## src/rtl/spi_word_master.sv

```systemverilog
module spi_word_master #(
  parameter int DIV_W = 7
) (
  input  logic        clk,
  input  logic        rst_n,
  input  logic [2:0]  addr,
  input  logic        wr_en,
  input  logic        rd_en,
  input  logic        byte_acc,
  input  logic [15:0] wdata,
  output logic [15:0] rdata,
  output logic        irq,
  output logic        sclk,
  output logic        mosi,
  input  logic        miso
);
  localparam logic [15:0] CTL_MASK = 16'hFFE5;
  localparam int          EDGE_W   = 5;

  logic [15:0] ctl, txsr, rxsr, rxbuf;
  logic        busy, rxfull, phase;
  logic [DIV_W-1:0]  cnt;
  logic [EDGE_W-1:0] edge_n;

  wire en    = ctl[0];
  wire wide  = ctl[2];
  wire rxie  = ctl[5];
  wire rdyie = ctl[6];
  wire cpol  = ctl[7];
  wire cpha  = ctl[8];
  wire [DIV_W-1:0] div = ctl[9 +: DIV_W];

  wire hit_data = addr == 3'd0;
  wire hit_ctl  = addr == 3'd2;
  wire hit_stat = addr == 3'd4;

  wire        start     = wr_en && hit_data && en && !busy;
  wire        tick      = busy && cnt == div;
  wire        last_edge = edge_n == (wide ? 5'd31 : 5'd15);
  wire        lead      = ~edge_n[0];
  wire        samp      = tick && (lead ^ cpha);
  wire        shft      = tick && !samp && !(cpha && edge_n == '0);
  wire        done      = tick && last_edge;
  wire [15:0] rx_next   = {rxsr[14:0], miso};
  wire [15:0] rx_fin    = samp ? rx_next : rxsr;
  wire [15:0] load_word = byte_acc ? {8'h00, wdata[7:0]} : wdata;

  assign sclk = cpol ^ phase;
  assign mosi = txsr[15];
  assign irq  = (rxfull && rxie) || (!busy && en && rdyie);

  always_comb begin
    rdata = '0;
    if (hit_data)      rdata = byte_acc ? {8'h00, rxbuf[7:0]} : rxbuf;
    else if (hit_ctl)  rdata = ctl;
    else if (hit_stat) rdata = {14'b0, rxfull, busy};
  end

  always_ff @(posedge clk or negedge rst_n) begin
    if (!rst_n) begin
      ctl    <= '0;
      txsr   <= '0;
      rxsr   <= '0;
      rxbuf  <= '0;
      busy   <= 1'b0;
      rxfull <= 1'b0;
      phase  <= 1'b0;
      cnt    <= '0;
      edge_n <= '0;
    end else begin
      if (wr_en && hit_ctl)
        ctl <= byte_acc ? {ctl[15:8], wdata[7:0] & CTL_MASK[7:0]} : (wdata & CTL_MASK);
      if (!en) begin
        busy   <= 1'b0;
        rxfull <= 1'b0;
        phase  <= 1'b0;
        cnt    <= '0;
        edge_n <= '0;
      end else begin
        if (rd_en && hit_data) rxfull <= 1'b0;
        if (start) begin
          busy   <= 1'b1;
          cnt    <= '0;
          edge_n <= '0;
          phase  <= 1'b0;
          txsr   <= wide ? load_word : {load_word[7:0], 8'h00};
        end else if (tick) begin
          cnt    <= '0;
          phase  <= ~phase;
          edge_n <= edge_n + 1'b1;
          if (samp) rxsr <= rx_next;
          if (shft) txsr <= {txsr[14:0], 1'b0};
          if (last_edge) begin
            busy   <= 1'b0;
            rxfull <= 1'b1;
            rxbuf  <= wide ? rx_fin : {8'h00, rx_fin[7:0]};
          end
        end else if (busy) begin
          cnt <= cnt + 1'b1;
        end
      end
    end
  end
endmodule

```

## config.mk

```make
export PLATFORM = sky130hd
export DESIGN_NAME = spi_word_master
export DESIGN_NICKNAME = d
export VERILOG_FILES = /design/src/rtl/spi_word_master.sv
export SDC_FILE = /design/constraint.sdc
export NUM_CORES = 1
export LEC_CHECK = 0
export ABC_AREA = 0
export BUFFER_PORTS_ARGS = -buffer_cell sky130_fd_sc_hd__buf_4
export CORE_MARGIN = 10
export CORE_UTILIZATION = 55
export CTS_BUF_LIST = sky130_fd_sc_hd__clkbuf_4
export DETAILED_ROUTE_END_ITERATION = 10
export PLACE_DENSITY_LB_ADDON = 0.05
export SYNTH_ARGS = -nofsm -noshare
export SYNTH_HDL_FRONTEND = slang
export SYNTH_SLANG_ARGS = --single-unit
```

## constraint.sdc

```tcl
create_clock -name clk -period 2.22 [get_ports clk]
set_input_delay 0 -clock clk [delete_from_list [all_inputs] [get_ports clk]]
set_output_delay 0 -clock clk [all_outputs]
set_load 0.005 [all_outputs]
```

# Word level (Yosys, flattened, before mapping)

Index checks and enable logic that the tools add are counted.

Add/subtract/negate cells: 2
Equality and inequality tests: 7
Mux-type cells: 31
Bitwise logic cells: 6
Reduce and logical (&&, ||, !) cells: 26

Operator list:

| kind                | count |
|---|---|
| $mux 16             | 10 |
| $mux 7              | 4 |
| $mux 5              | 4 |
| $logic_and 1x1->1   | 13 |
| $mux 1              | 12 |
| $add 7x1->7 const B | 1 |
| $eq 7x7->1          | 1 |
| $ne 3x1->1 const B  | 2 |
| $reduce_and 3->1    | 2 |
| $add 5x1->5 const B | 1 |
| $eq 5x5->1          | 1 |
| $logic_not 5->1     | 1 |
| $ne 4x1->1 const B  | 1 |
| $not 1->1           | 4 |
| $reduce_and 2->1    | 2 |
| $reduce_and 4->1    | 1 |
| $reduce_bool 2->1   | 2 |
| $eq 3x2->1 const B  | 1 |
| $eq 3x3->1 const B  | 1 |
| $logic_not 1->1     | 3 |
| $logic_not 3->1     | 1 |
| $mux 2              | 1 |
| $xor 1x1->1         | 2 |
| $logic_or 1x1->1    | 1 |

Flip-flop bits (word level): 79
Input bits: 25
Output and inout port bits: 19
Word-level logic and storage cells: 82

# Longest topological paths before layout

Gate-level depths: netlist of the first run.

Word-level depth: 9
Depth in mapped cells: 8
Gate-level depth less buffers: 7

# Worst setup path after synthesis of the first run

OpenSTA, ideal clock, no wires.

Path kind: reg-to-reg
Start point: register cnt[0]
End point: register rxsr[15]
Library setup time: 0.125 ns
Data arrival time: 2.048 ns
Data required time: 2.095 ns
Path slack: 0.048 ns
Stages on the path, launching flop included: 8
Path buffers: 2
Period minus slack after synthesis: 2.172 ns
Path through: dfrtp_1 -> xnor2_1 -> nand4_2 -> or2_0 -> buf_2 -> nor3_4 -> buf_6 -> mux2_2

Longest elaborated chain between the ends: 4
Elaborated cells between the ends (all ways): 5
Those cells by class: eq/ne (1); mux (1); reduce/logical (3)

RTL lines:

| what                   | RTL line | text |
|---|---|---|
| start, declared        | 22       | `logic [DIV_W-1:0] cnt;` |
| start signal, assigned | 99       | `cnt <= cnt + 1'b1;` |
| $eq 7x7->1 (*)         | 38       | `wire tick = busy && cnt == div;` |
| $logic_and 1x1->1 (*)  | 38       |  |
| $logic_and 1x1->1      | 41       | `wire samp = tick && (lead ^ cpha);` |
| $mux 16                | -        |  |
| end signal, assigned   | 91       | `if (samp) rxsr <= rx_next;` |
| end, declared          | 20       | `logic [15:0] ctl, txsr, rxsr, rxbuf;` |

Every way passes the cells marked *; elsewhere a longest branch is shown, timed or not.
A chain may end at the register's enable or synchronous reset.

# Final worst setup path of the first run

Start point: register cnt[3]
End point: register rxbuf[9]

Longest elaborated chain between the ends: 5
Elaborated cells between the ends (all ways): 6
Those cells by class: eq/ne (1); mux (2); reduce/logical (3)

RTL lines:

| what                  | RTL line | text |
|---|---|---|
| $eq 7x7->1 (*)        | 38       |  |
| $logic_and 1x1->1 (*) | 38       |  |
| $logic_and 1x1->1     | 41       |  |
| $mux 16               | -        |  |
| $mux 16               | 96       | `rxbuf <= wide ? rx_fin : {8'h00, rx_fin[7:0]};` |
| end signal, assigned  | 96       |  |
| end, declared         | 20       |  |

Marked as above.

==> run_summary.xml, run 1 <==
<?xml version="1.0" encoding="UTF-8"?>
<metrics>
  <group name="worst_setup_path">
    <metric name="reg2regPathDepth" unit="">5</metric>
    <metric name="cp_data_arrival_time" unit="ns">2.34</metric>
    <metric name="crit-reg2reg-capture" unit="">rxbuf[9]</metric>
    <metric name="worst-setup-path-type" unit="">reg2reg</metric>
    <metric name="setup.worst_path.start" unit="">cnt[3]</metric>
    <metric name="cpPeakStageDelay" unit="ns">0.55</metric>
    <metric name="endpoint" unit="">rxbuf[9]</metric>
    <metric name="worstPathCellList" unit="">xnor2_1, nand4_2, or4_1, or2_1, o21ai_2</metric>
    <metric name="reg2reg_setup_slack" unit="ns">0.22</metric>
    <metric name="timing.critical_path.to_type" unit="">flip-flop</metric>
    <metric name="worst_r2r_startpoint" unit="">cnt[3]</metric>
    <metric name="slowest_stage" unit="">or4_1</metric>
    <metric name="cp_data_required_time" unit="ns">2.57</metric>
    <metric name="timing.critical_path.fanout_max" unit="">8</metric>
    <metric name="crit_path_start_kind" unit="">flip-flop</metric>
  </group>
  <group name="grt">
    <metric name="antenna_violations_before_repair" unit="">0</metric>
    <metric name="grt.total_usage" unit="">0.166</metric>
    <metric name="grt_first_pass_wirelength" unit="mm">14.9</metric>
    <metric name="number_of_global_route_vias_before_repair" unit="">2881</metric>
    <metric name="grt_overflow" unit="">0</metric>
    <metric name="grt_max_degree" unit="">77</metric>
  </group>
  <group name="sta">
    <metric name="period_share" unit="">0.899</metric>
    <metric name="setup_viol" unit="">0</metric>
    <metric name="final_max_slew_viol_count" unit="">0</metric>
    <metric name="max_clock_freq" unit="GHz">0.501</metric>
    <metric name="setup_slack" unit="ns">0.225</metric>
    <metric name="layout_min_cycle_time" unit="ns">2.00</metric>
    <metric name="maxSlewHeadroom" unit="">0.366</metric>
    <metric name="grt_setup_unrepaired" unit="">no</metric>
    <metric name="worst_setup_skew_after_layout" unit="ns">0.00951</metric>
    <metric name="transition_time_at_the_pin_with_the_least_slew_margin" unit="ns">0.952</metric>
    <metric name="hold_viol_final" unit="">0</metric>
    <metric name="fin_setup_tns" unit="ns">0</metric>
  </group>
  <group name="yosys">
    <metric name="total_of_flip_flops_plus_latches_after_synthesis" unit="">76</metric>
    <metric name="post_syn_nets" unit="">375</metric>
    <metric name="ys_dominant_reg_cell" unit="">dfrtp_1</metric>
    <metric name="synth.yosys.seq_area_share" unit="">0.495</metric>
    <metric name="ys.warnings.count" unit="">0</metric>
    <metric name="count_of_flip_flops_with_a_built_in_enable_after_synthesis" unit="">0</metric>
    <metric name="synth_top_area_cell" unit="">dfrtp_1</metric>
    <metric name="netlist_top_cells_area" unit="">dfrtp_1 (50%), mux2i_1 (9.9%), mux2_2 (7.3%)</metric>
    <metric name="postSynth.asyncResetShare" unit="">1.00</metric>
    <metric name="synth.avg_cell_area" unit="um2">11.1</metric>
    <metric name="synth_cells" unit="">347</metric>
    <metric name="synthDistinctLibCells" unit="">44</metric>
    <metric name="synth_area" unit="um2">3840</metric>
    <metric name="synth.top_cell.area_share" unit="">0.495</metric>
  </group>
  <group name="die">
    <metric name="die-area" unit="um2">10700</metric>
    <metric name="die_height" unit="um">104</metric>
    <metric name="initial_utilization" unit="">0.565</metric>
    <metric name="rows" unit="">30</metric>
    <metric name="die-width" unit="um">104</metric>
    <metric name="ios" unit="">44</metric>
    <metric name="design.core.area" unit="um2">6790</metric>
  </group>
  <group name="drt">
    <metric name="detailroute.via_count" unit="">2828</metric>
    <metric name="ant_nets" unit="">0</metric>
    <metric name="drt_wl_total" unit="mm">8.58</metric>
    <metric name="wl_per_cell" unit="um">16.5</metric>
    <metric name="initial_drt_markers" unit="">166</metric>
    <metric name="route.detailed.drc" unit="">0</metric>
    <metric name="firstDrtPassIters" unit="">5</metric>
    <metric name="vias_per_cell" unit="">5.44</metric>
  </group>
  <group name="placed_design">
    <metric name="portBuffers" unit="">43</metric>
    <metric name="gpl.final_weighted_congestion" unit="">0.800</metric>
    <metric name="dp_hpwl" unit="mm">6.11</metric>
    <metric name="place_worst_setup_slack" unit="ns">0.240</metric>
  </group>
  <group name="cts">
    <metric name="cts_root_buffer" unit="">clkbuf_4</metric>
    <metric name="clock_slew_seen_by_the_registers_of_the_worst_setup_and_hold_paths" unit="ns">0.11</metric>
    <metric name="numCtsBuffers" unit="">9</metric>
    <metric name="max-clock-path-buffers" unit="">2</metric>
    <metric name="cts_num_sinks" unit="">76</metric>
    <metric name="h-tree-depth" unit="">3</metric>
    <metric name="cts_tree" unit="">yes</metric>
    <metric name="cts.repair.resized" unit="">0</metric>
    <metric name="clk_latency" unit="ns">0.42</metric>
  </group>
  <group name="final_layout">
    <metric name="area_growth" unit="%">22.9</metric>
    <metric name="layout.core_utilization" unit="">0.694</metric>
    <metric name="post_route_cells_drive_above_1_share" unit="">0.269</metric>
    <metric name="finalNetCount" unit="">447</metric>
    <metric name="antenna_cells" unit="">0</metric>
  </group>
  <group name="power_and_ir_drop">
    <metric name="power_leakage" unit="uW">0.00204</metric>
    <metric name="irDropWorstVdd" unit="uV">390</metric>
    <metric name="power-per-cell-area" unit="nW/um2">709</metric>
  </group>
  <group name="outcome">
    <metric name="run_status" unit="">finished, final reports clean</metric>
  </group>
  <group name="hold_path">
    <metric name="hold_path_class" unit="">in2reg</metric>
  </group>
  <group name="flow_run">
    <metric name="cap_violations" unit="">0</metric>
  </group>
</metrics>
-- cells by family after synthesis --
family,count (synthesis),share of synthesized area
adders and majority gates,3,0.00978
xor gates and xnor gates,20,0.0456
and+or+nand+nor,91,0.121
AOI/OAI and AO/OA,66,0.113
muxes,66,0.181
buffers and inverters,25,0.0336
DFF,76,0.495
-- where the power goes --
group	switching [uW]	internal, uW	total [uW]
combinational	294	324	617
clock	455	574	1030
sequential	134	1560	1700
-- Yosys cell counts, types with 8 or more instances --
library cell	number
mux2_2	25
a22oi_1	9
nand2_1	27
xnor2_1	12
mux2i_1	38
clkbuf_1	9
nor2_1	30
o21ai_0	10
dfrtp_1	76
a21oi_1	23
xor2_1	8
o21ai_2	9
-- state kept, by name, summed over array words and instances (netlist names) --
name,flops
rxbuf,16
rxsr,16
busy,1
edge_n,5
cnt,7
phase,1
txsr,16
rxfull,1
ctl,13
-- layout by cell type (no fill, tap or decap), drive strengths merged --
cell,n
o22ai,1
and2,4
a221oi,7
nor2b,3
mux2,28
a211oi,1
a21boi,2
inv,4
dfrtp,76
nand4,4
dlygate4sd3,22
buf,60
a31oi,1
or2,3
nand3,5
clkbuf,10
nor4b,1
or4b,1
clkinv,3
nor2,30
nor3,7
mux2i,38
ha,3
o22a,1
nand2,27
a21oi,23
nand3b,2
xnor2,12
or4,1
a22oi,9
bufinv,3
nor4bb,1
xor2,8
o311ai,1
nand2b,2
o21ai,19
a22o,1
-- critical path: cells and delay by family (launching register included) --
kind / cells / cell delay, ns
compound gates: 1 / 0.18
simple gates: 3 / 1.08
xor+xnor: 1 / 0.21
flops: 1 / 0.45
-- layout make-up --
| class | count | area (um2) |
|---|---|---|
| repair buffers | 82 | 696 |
| flip-flops and latches | 76 | 1900 |
| multi-input cells | 246 | 1810 |
| fillers | 533 | 2080 |
| clock buffers | 10 | 75.1 |
| inverters | 4 | 15.0 |
| clock inverters | 6 | 103 |
| well taps | 96 | 120 |
-- metal layers --
| layer | GRT usage | share of wire | vias to the layer above |
|---|---|---|---|
| met3 | 0.0341 | 0.034 | 13 |
| met5 | 0 | 0 | - |
| met2 | 0.274 | 0.50 | 54 |
| met4 | 0.0605 | 0.019 | 0 |
| li1 | - | - | 1380 |
| met1 | 0.209 | 0.45 | 1381 |
-- per-stage QoR --
step                      total power, uW  instance area (um2)  instances  hold WS [ns]
after global placement               2300                 4320        482         0.205
after floorplan                      2050                 3840        347        -0.296
final                                3340                 4720        520        0.0406
after CTS                            3380                 4720        520        0.0330
after detailed placement             2310                 4320        482         0.208
after global routing                 3550                 4720        520        0.0840
-- repair_timing --
item / in CTS / in global routing
setup buffers: 0 / 0
hold endpoints to repair: 108 / 0
hold buffers: 22 / 0
-- worst min-delay path by stage --
stage	startpoint	to	slack, ns	cells past startpoint
4_1_cts	addr[0]	busy	0.03	4
3_5_place_dp	rst_n	txsr[7]	0.21	1
3_3_place_gp	rst_n	txsr[6]	0.20	1
2_1_floorplan	rst_n	busy	-0.30	0
5_1_grt	addr[0]	busy	0.08	4
6_report	addr[0]	busy	0.04	4
No activity file was read; power rests on OpenSTA's default activity.
==> run 2: changes to the inputs <==
Settings changed: RECOVER_POWER set to 100.
==> run 2 against run 1 <==
Effect of this change:
- the run now ends with capacitance limit, slew limit left
- sequential cell count unchanged
- clock power about the same
- routed wire length decreased by 0.42%
- first-iteration DRC count decreased by 16%
- critical path depth unchanged
- highest routed layer unchanged
- global-route usage unchanged
- combinational power decreased by 3%
- sequential power about the same
- final area decreased by 0.61%
- power decreased by 0.52%
==> run_summary.xml, run 2 (synthesized netlist as in run 1, its figures left out) <==
<?xml version="1.0" encoding="UTF-8"?>
<metrics>
  <group name="outcome">
    <metric name="run_status" unit="">finished, violations left</metric>
    <metric name="violations_in_the_final_reports" unit="">capacitance limit, slew limit</metric>
  </group>
  <group name="worst_setup_path">
    <metric name="cpPeakStageDelay" unit="ns">0.54</metric>
    <metric name="worstPathCellList" unit="">xnor2_1, nand4_2, or4_1, or2_1, o21ai_2</metric>
    <metric name="slowest_stage" unit="">or4_1</metric>
    <metric name="crit_path_start_kind" unit="">flip-flop</metric>
    <metric name="reg2regPathDepth" unit="">5</metric>
    <metric name="timing.critical_path.fanout_max" unit="">8</metric>
    <metric name="worst-setup-path-type" unit="">reg2reg</metric>
    <metric name="cp_data_required_time" unit="ns">2.56</metric>
    <metric name="timing.critical_path.to_type" unit="">flip-flop</metric>
    <metric name="cp_num_buf_inv" unit="">0</metric>
    <metric name="path_depth" unit="">5</metric>
    <metric name="critPathTopFamily" unit="">simple AND/OR/NAND/NOR gates</metric>
    <metric name="cp_data_arrival_time" unit="ns">2.35</metric>
  </group>
  <group name="sta">
    <metric name="maxSlewHeadroom" unit="">-0.232</metric>
    <metric name="worst_setup_skew_after_layout" unit="ns">0.0105</metric>
    <metric name="max_clock_freq" unit="GHz">0.499</metric>
    <metric name="grt_setup_unrepaired" unit="">no</metric>
    <metric name="final_max_slew_viol_count" unit="">77</metric>
    <metric name="transition_time_at_the_pin_with_the_least_slew_margin" unit="ns">1.85</metric>
    <metric name="setup_viol" unit="">0</metric>
    <metric name="layout_min_cycle_time" unit="ns">2.00</metric>
    <metric name="fin_setup_tns" unit="ns">0</metric>
    <metric name="hold_viol_final" unit="">0</metric>
    <metric name="period_share" unit="">0.902</metric>
  </group>
  <group name="grt">
    <metric name="antenna_violations_before_repair" unit="">0</metric>
    <metric name="grt_max_degree" unit="">77</metric>
    <metric name="grt_overflow" unit="">0</metric>
    <metric name="grt.total_usage" unit="">0.166</metric>
    <metric name="grt_first_pass_wirelength" unit="mm">14.9</metric>
    <metric name="number_of_global_route_vias_before_repair" unit="">2881</metric>
  </group>
  <group name="final_layout">
    <metric name="finalNetCount" unit="">447</metric>
    <metric name="most-common-layout-cells" unit="">dfrtp_1 (76), mux2i_1 (38), buf_4 (36)</metric>
    <metric name="area_growth" unit="%">22.2</metric>
    <metric name="antenna_cells" unit="">0</metric>
    <metric name="final_cell_area" unit="um2">4690</metric>
    <metric name="layout_commonest_cell" unit="">dfrtp_1</metric>
    <metric name="largestRegisters" unit="">rxbuf x16, rxsr x16, txsr x16</metric>
    <metric name="post_route_cells_drive_above_1_share" unit="">0.250</metric>
  </group>
  <group name="drt">
    <metric name="firstDrtPassIters" unit="">4</metric>
    <metric name="wl_per_cell" unit="um">16.4</metric>
    <metric name="ant_nets" unit="">0</metric>
    <metric name="initial_drt_markers" unit="">140</metric>
    <metric name="detailroute.via_count" unit="">2809</metric>
    <metric name="drt_wl_total" unit="mm">8.55</metric>
    <metric name="route.detailed.drc" unit="">0</metric>
    <metric name="vias_per_cell" unit="">5.40</metric>
  </group>
  <group name="cts">
    <metric name="clk_latency" unit="ns">0.42</metric>
    <metric name="clock_slew_seen_by_the_registers_of_the_worst_setup_and_hold_paths" unit="ns">0.11</metric>
    <metric name="numCtsBuffers" unit="">9</metric>
    <metric name="cts_tree" unit="">yes</metric>
    <metric name="h-tree-depth" unit="">3</metric>
    <metric name="cts_num_sinks" unit="">76</metric>
    <metric name="max-clock-path-buffers" unit="">2</metric>
    <metric name="cts_root_buffer" unit="">clkbuf_4</metric>
  </group>
  <group name="power_and_ir_drop">
    <metric name="power_frac_clock" unit="">0.309</metric>
    <metric name="power.share.combinational" unit="">0.181</metric>
    <metric name="irDropWorstVdd" unit="uV">390</metric>
    <metric name="internal_power" unit="uW">2440</metric>
    <metric name="net-switching-power" unit="uW">883</metric>
    <metric name="power_leakage" unit="uW">0.00201</metric>
    <metric name="sequentialPowerShare" unit="">0.510</metric>
    <metric name="power-per-cell-area" unit="nW/um2">709</metric>
    <metric name="report.power.total" unit="uW">3330</metric>
    <metric name="power_switching_share" unit="">0.265</metric>
  </group>
  <group name="die">
    <metric name="initial_utilization" unit="">0.565</metric>
    <metric name="die_height" unit="um">104</metric>
    <metric name="design.core.area" unit="um2">6790</metric>
    <metric name="die-area" unit="um2">10700</metric>
    <metric name="die-width" unit="um">104</metric>
    <metric name="rows" unit="">30</metric>
    <metric name="ios" unit="">44</metric>
  </group>
  <group name="placed_design">
    <metric name="gpl.final_weighted_congestion" unit="">0.800</metric>
    <metric name="dp_hpwl" unit="mm">6.11</metric>
    <metric name="placement.cell_area" unit="um2">4320</metric>
    <metric name="portBuffers" unit="">43</metric>
  </group>
  <group name="hold_path">
    <metric name="hold_path_class" unit="">in2reg</metric>
    <metric name="worst_hold_path.num_cells" unit="">4</metric>
  </group>
  <group name="flow_run">
    <metric name="cap_violations" unit="">1</metric>
  </group>
</metrics>
run 2: cell count changes in the layout (fill, tap and decap cells not counted), sizes merged:
cell	delta
clkbuf	+22
buf	-22
run 2: worst reg2reg max path, stage by stage, from the launching register on:
cell,delay [ns]
dfrtp_1,0.45
xnor2_1,0.22
nand4_2,0.15
or4_1,0.54
or2_1,0.39
o21ai_2,0.18
run 2: per-layer routing:
| layer | global-route usage | routed length, um |
|---|---|---|
| met3 | 0.0341 | 285 |
| met5 | 0 | 0 |
| met2 | 0.274 | 4230 |
| met1 | 0.209 | 3870 |
| met4 | 0.0605 | 167 |
run 2: area by class of cell:
type | instances | area, um2
well taps | 96 | 120
multi-input cells | 246 | 1810
inverters | 4 | 15.0
fillers | 544 | 2100
clock inverters | 6 | 103
repair buffers | 82 | 667
clock buffers | 10 | 75.1
flip-flops and latches | 76 | 1900
run 2: power groups by stage:
stage	combinational (uW)	sequential [uW]	clock [uW]
after floorplan	368	1680	0
after global placement	577	1720	0
after detailed placement	583	1720	0
after CTS	624	1700	1050
after global routing	677	1720	1130
final	601	1700	1030
run 2: metrics by stage:
step                instances  hold slack (ns)   util  setup WS (ns)
global route              520           0.0884  0.690         0.0603
global placement          482            0.205  0.636          0.268
finish                    520           0.0518  0.690          0.218
CTS                       520           0.0330  0.694          0.201
floorplan                 347           -0.296      -         0.0478
detailed placement        482            0.208  0.636          0.240
run 2: final timing paths:
kind	slack [ns]	startpoint	to
hold / removal	0.05	addr[0]	busy
min in group asynchronous	0.62	rst_n	txsr[7]
setup reg to reg	0.22	cnt[3]	rxbuf[9]
setup / recovery	0.22	cnt[3]	rxbuf[9]
hold reg to reg	0.49	rxbuf[7]	rxbuf[7]
max in group asynchronous	0.51	rst_n	rxsr[10]
run 2: repair_timing:
action                    4_1_cts  5_1_grt
buffers inserted                0        0
hold buffers                   22        0
hold endpoints to repair      108        0
gates resized for setup         0        0
==> run 3: changes to the inputs <==
Settings changed: BUFFER_PORTS_ARGS -buffer_cell sky130_fd_sc_hd__buf_4 to not set, CORE_UTILIZATION 55 to 59, DONT_BUFFER_PORTS set to 1, SLEW_MARGIN set to 40.
==> run 3 against run 2 <==
Effect of this change:
- the flow still finishes with violations (capacitance limit, slew limit)
- highest routed layer unchanged
- core utilization rose by 0.12 points
- sequential cell count unchanged
- sequential share of layout area grew 2.8 points
- critical path type unchanged
- largest cell class unchanged
- largest power group unchanged
- power fell by 10%
- routed wire length is 1.8% higher
- worst hold slack got worse by 0.012 ns
- sequential power is essentially flat
- first-iteration DRC count is 6.4% lower
- clock power shrank 32%
==> run_summary.xml, run 3 (synthesized netlist as in run 1, its figures left out) <==
<?xml version="1.0" encoding="UTF-8"?>
<metrics>
  <group name="outcome">
    <metric name="run_status" unit="">finished, violations left</metric>
    <metric name="violations_in_the_final_reports" unit="">capacitance limit, slew limit</metric>
  </group>
  <group name="drt">
    <metric name="ant_nets" unit="">0</metric>
    <metric name="firstDrtPassIters" unit="">4</metric>
    <metric name="wl_per_cell" unit="um">18.6</metric>
    <metric name="drt_wl_total" unit="mm">8.70</metric>
    <metric name="detailroute.via_count" unit="">2717</metric>
    <metric name="initial_drt_markers" unit="">131</metric>
    <metric name="vias_per_cell" unit="">5.81</metric>
    <metric name="route.detailed.drc" unit="">0</metric>
  </group>
  <group name="final_layout">
    <metric name="layout.core_utilization" unit="">0.691</metric>
    <metric name="layout_commonest_cell" unit="">dfrtp_1</metric>
    <metric name="largestRegisters" unit="">rxbuf x16, rxsr x16, txsr x16</metric>
    <metric name="finalNetCount" unit="">414</metric>
    <metric name="post_route_cells_drive_above_1_share" unit="">0.159</metric>
    <metric name="most-common-layout-cells" unit="">dfrtp_1 (76), mux2i_1 (38), dlygate4sd3_1 (34)</metric>
    <metric name="area_growth" unit="%">14.4</metric>
    <metric name="antenna_cells" unit="">0</metric>
    <metric name="fillers" unit="">515</metric>
  </group>
  <group name="power_and_ir_drop">
    <metric name="power_switching_share" unit="">0.304</metric>
    <metric name="sequentialPowerShare" unit="">0.570</metric>
    <metric name="internal_power" unit="uW">2080</metric>
    <metric name="net-switching-power" unit="uW">907</metric>
    <metric name="irDropWorstVdd" unit="uV">418</metric>
    <metric name="power.share.combinational" unit="">0.195</metric>
    <metric name="power_leakage" unit="uW">0.00181</metric>
    <metric name="power_frac_clock" unit="">0.235</metric>
    <metric name="power-per-cell-area" unit="nW/um2">681</metric>
  </group>
  <group name="sta">
    <metric name="transition_time_at_the_pin_with_the_least_slew_margin" unit="ns">1.83</metric>
    <metric name="hold_viol_final" unit="">0</metric>
    <metric name="fin_setup_tns" unit="ns">0</metric>
    <metric name="worst_setup_skew_after_layout" unit="ns">0.0169</metric>
    <metric name="layout_min_cycle_time" unit="ns">2.02</metric>
    <metric name="period_share" unit="">0.912</metric>
    <metric name="maxSlewHeadroom" unit="">-0.220</metric>
    <metric name="max_clock_freq" unit="GHz">0.494</metric>
    <metric name="grt_setup_unrepaired" unit="">no</metric>
    <metric name="setup_viol" unit="">0</metric>
    <metric name="final_max_slew_viol_count" unit="">77</metric>
  </group>
  <group name="flow_run">
    <metric name="cap_violations" unit="">1</metric>
  </group>
  <group name="die">
    <metric name="ios" unit="">44</metric>
    <metric name="rows" unit="">29</metric>
    <metric name="initial_utilization" unit="">0.605</metric>
    <metric name="die-area" unit="um2">10100</metric>
    <metric name="die-width" unit="um">101</metric>
    <metric name="die_height" unit="um">101</metric>
    <metric name="design.core.area" unit="um2">6350</metric>
  </group>
  <group name="cts">
    <metric name="cts_num_sinks" unit="">76</metric>
    <metric name="h-tree-depth" unit="">3</metric>
    <metric name="cts.repair.resized" unit="">0</metric>
    <metric name="cts_root_buffer" unit="">clkbuf_4</metric>
    <metric name="max-clock-path-buffers" unit="">2</metric>
    <metric name="numCtsBuffers" unit="">9</metric>
    <metric name="cts_tree" unit="">yes</metric>
    <metric name="clock_slew_seen_by_the_registers_of_the_worst_setup_and_hold_paths" unit="ns">0.12</metric>
    <metric name="clk_latency" unit="ns">0.42</metric>
  </group>
  <group name="placed_design">
    <metric name="gpl.final_weighted_congestion" unit="">0.781</metric>
    <metric name="portBuffers" unit="">0</metric>
    <metric name="dp_hpwl" unit="mm">6.01</metric>
  </group>
  <group name="hold_path">
    <metric name="worst_hold_path.num_cells" unit="">1</metric>
    <metric name="min-delay-start" unit="">addr[0]</metric>
    <metric name="hold_path_class" unit="">in2out</metric>
    <metric name="holdPathEnd" unit="">rdata[0]</metric>
  </group>
  <group name="worst_setup_path">
    <metric name="timing.critical_path.to_type" unit="">flip-flop</metric>
    <metric name="worst-setup-path-type" unit="">reg2reg</metric>
    <metric name="crit_path_start_kind" unit="">flip-flop</metric>
    <metric name="cp_data_arrival_time" unit="ns">2.36</metric>
    <metric name="timing.critical_path.fanout_max" unit="">8</metric>
    <metric name="crit-reg2reg-capture" unit="">rxbuf[8]</metric>
    <metric name="cp_data_required_time" unit="ns">2.55</metric>
    <metric name="reg2regPathDepth" unit="">5</metric>
    <metric name="reg2reg_setup_slack" unit="ns">0.20</metric>
    <metric name="worst_r2r_startpoint" unit="">cnt[3]</metric>
  </group>
  <group name="grt">
    <metric name="number_of_global_route_vias_before_repair" unit="">2763</metric>
    <metric name="grt.total_usage" unit="">0.182</metric>
    <metric name="grt_overflow" unit="">0</metric>
    <metric name="antenna_violations_before_repair" unit="">0</metric>
    <metric name="grt_max_degree" unit="">77</metric>
    <metric name="grt_first_pass_wirelength" unit="mm">14.8</metric>
  </group>
</metrics>
run 3: cell types whose count changed in the layout (fill, tap and decap cells not counted), moves of 3 or more:
cell,delta
clkinv_2,+3
o21ai_2,-3
o21ai_0,+3
buf_4,-30
dlygate4sd3_1,+12
clkbuf_4,-15
bufinv_16,-3
run 3: area by class of cell:
type	count	area [um2]	share of cell area
clock buffer	9	67.6	0.0154
clock inverter	7	43.8	0.00997
inverter	4	15.0	0.00342
multi-input combinational	246	1800	0.409
sequential	76	1900	0.433
tap	77	96.3	0.0219
timing repair buffer	49	469	0.107
run 3: worst max-delay path by stage:
| stage | from | to | slack, ns | cells past startpoint |
|---|---|---|---|---|
| 3_5_place_dp | cnt[3] | rxbuf[8] | 0.23 | 5 |
| 2_1_floorplan | cnt[0] | rxsr[15] | 0.05 | 7 |
| 5_1_grt | cnt[1] | rxbuf[15] | 0.07 | 5 |
| 3_3_place_gp | cnt[4] | rxbuf[15] | 0.25 | 5 |
| 6_report | cnt[3] | rxbuf[8] | 0.20 | 5 |
| 4_1_cts | cnt[3] | rxbuf[8] | 0.20 | 5 |
run 3: metrics by stage:
stage	worst slack [ns]	power (uW)	area, um2	std cells	hold WS, ns
2_1_floorplan	0.0478	2050	3840	347	-0.296
3_3_place_gp	0.248	2180	3960	417	-0.293
3_5_place_dp	0.234	2190	3960	417	-0.293
4_1_cts	0.205	3020	4440	468	0.0380
5_1_grt	0.0744	3160	4390	468	0.0461
6_report	0.196	2990	4390	468	0.0397
run 3: per-layer routing:
| metal | vias to the layer above | wire length, um | GRT usage |
|---|---|---|---|
| met5 | - | 0 | 0 |
| met4 | 0 | 148 | 0.0489 |
| met3 | 13 | 449 | 0.0460 |
| met2 | 59 | 4430 | 0.307 |
| met1 | 1330 | 3670 | 0.224 |
| li1 | 1315 | - | - |
run 3: worst max-delay path, cell delays in order, from the launching register on:
cell and delay (ns):
dfrtp_1 0.47, xnor2_1 0.22, nand4_2 0.14, or4_1 0.54, or2_1 0.36, o21ai_0 0.23
run 3: power by group through the flow:
stage          registers (uW)  clock network, uW  logic, uW
6_report                 1700                702        583
5_1_grt                  1730                781        652
4_1_cts                  1700                724        595
3_5_place_dp             1730                  0        462
3_3_place_gp             1730                  0        455
2_1_floorplan            1680                  0        368
run 3: repair_timing:
item                      4_1_cts  5_1_grt
hold endpoints to repair      109        0
hold buffers                   35        0
buffers inserted                0        0
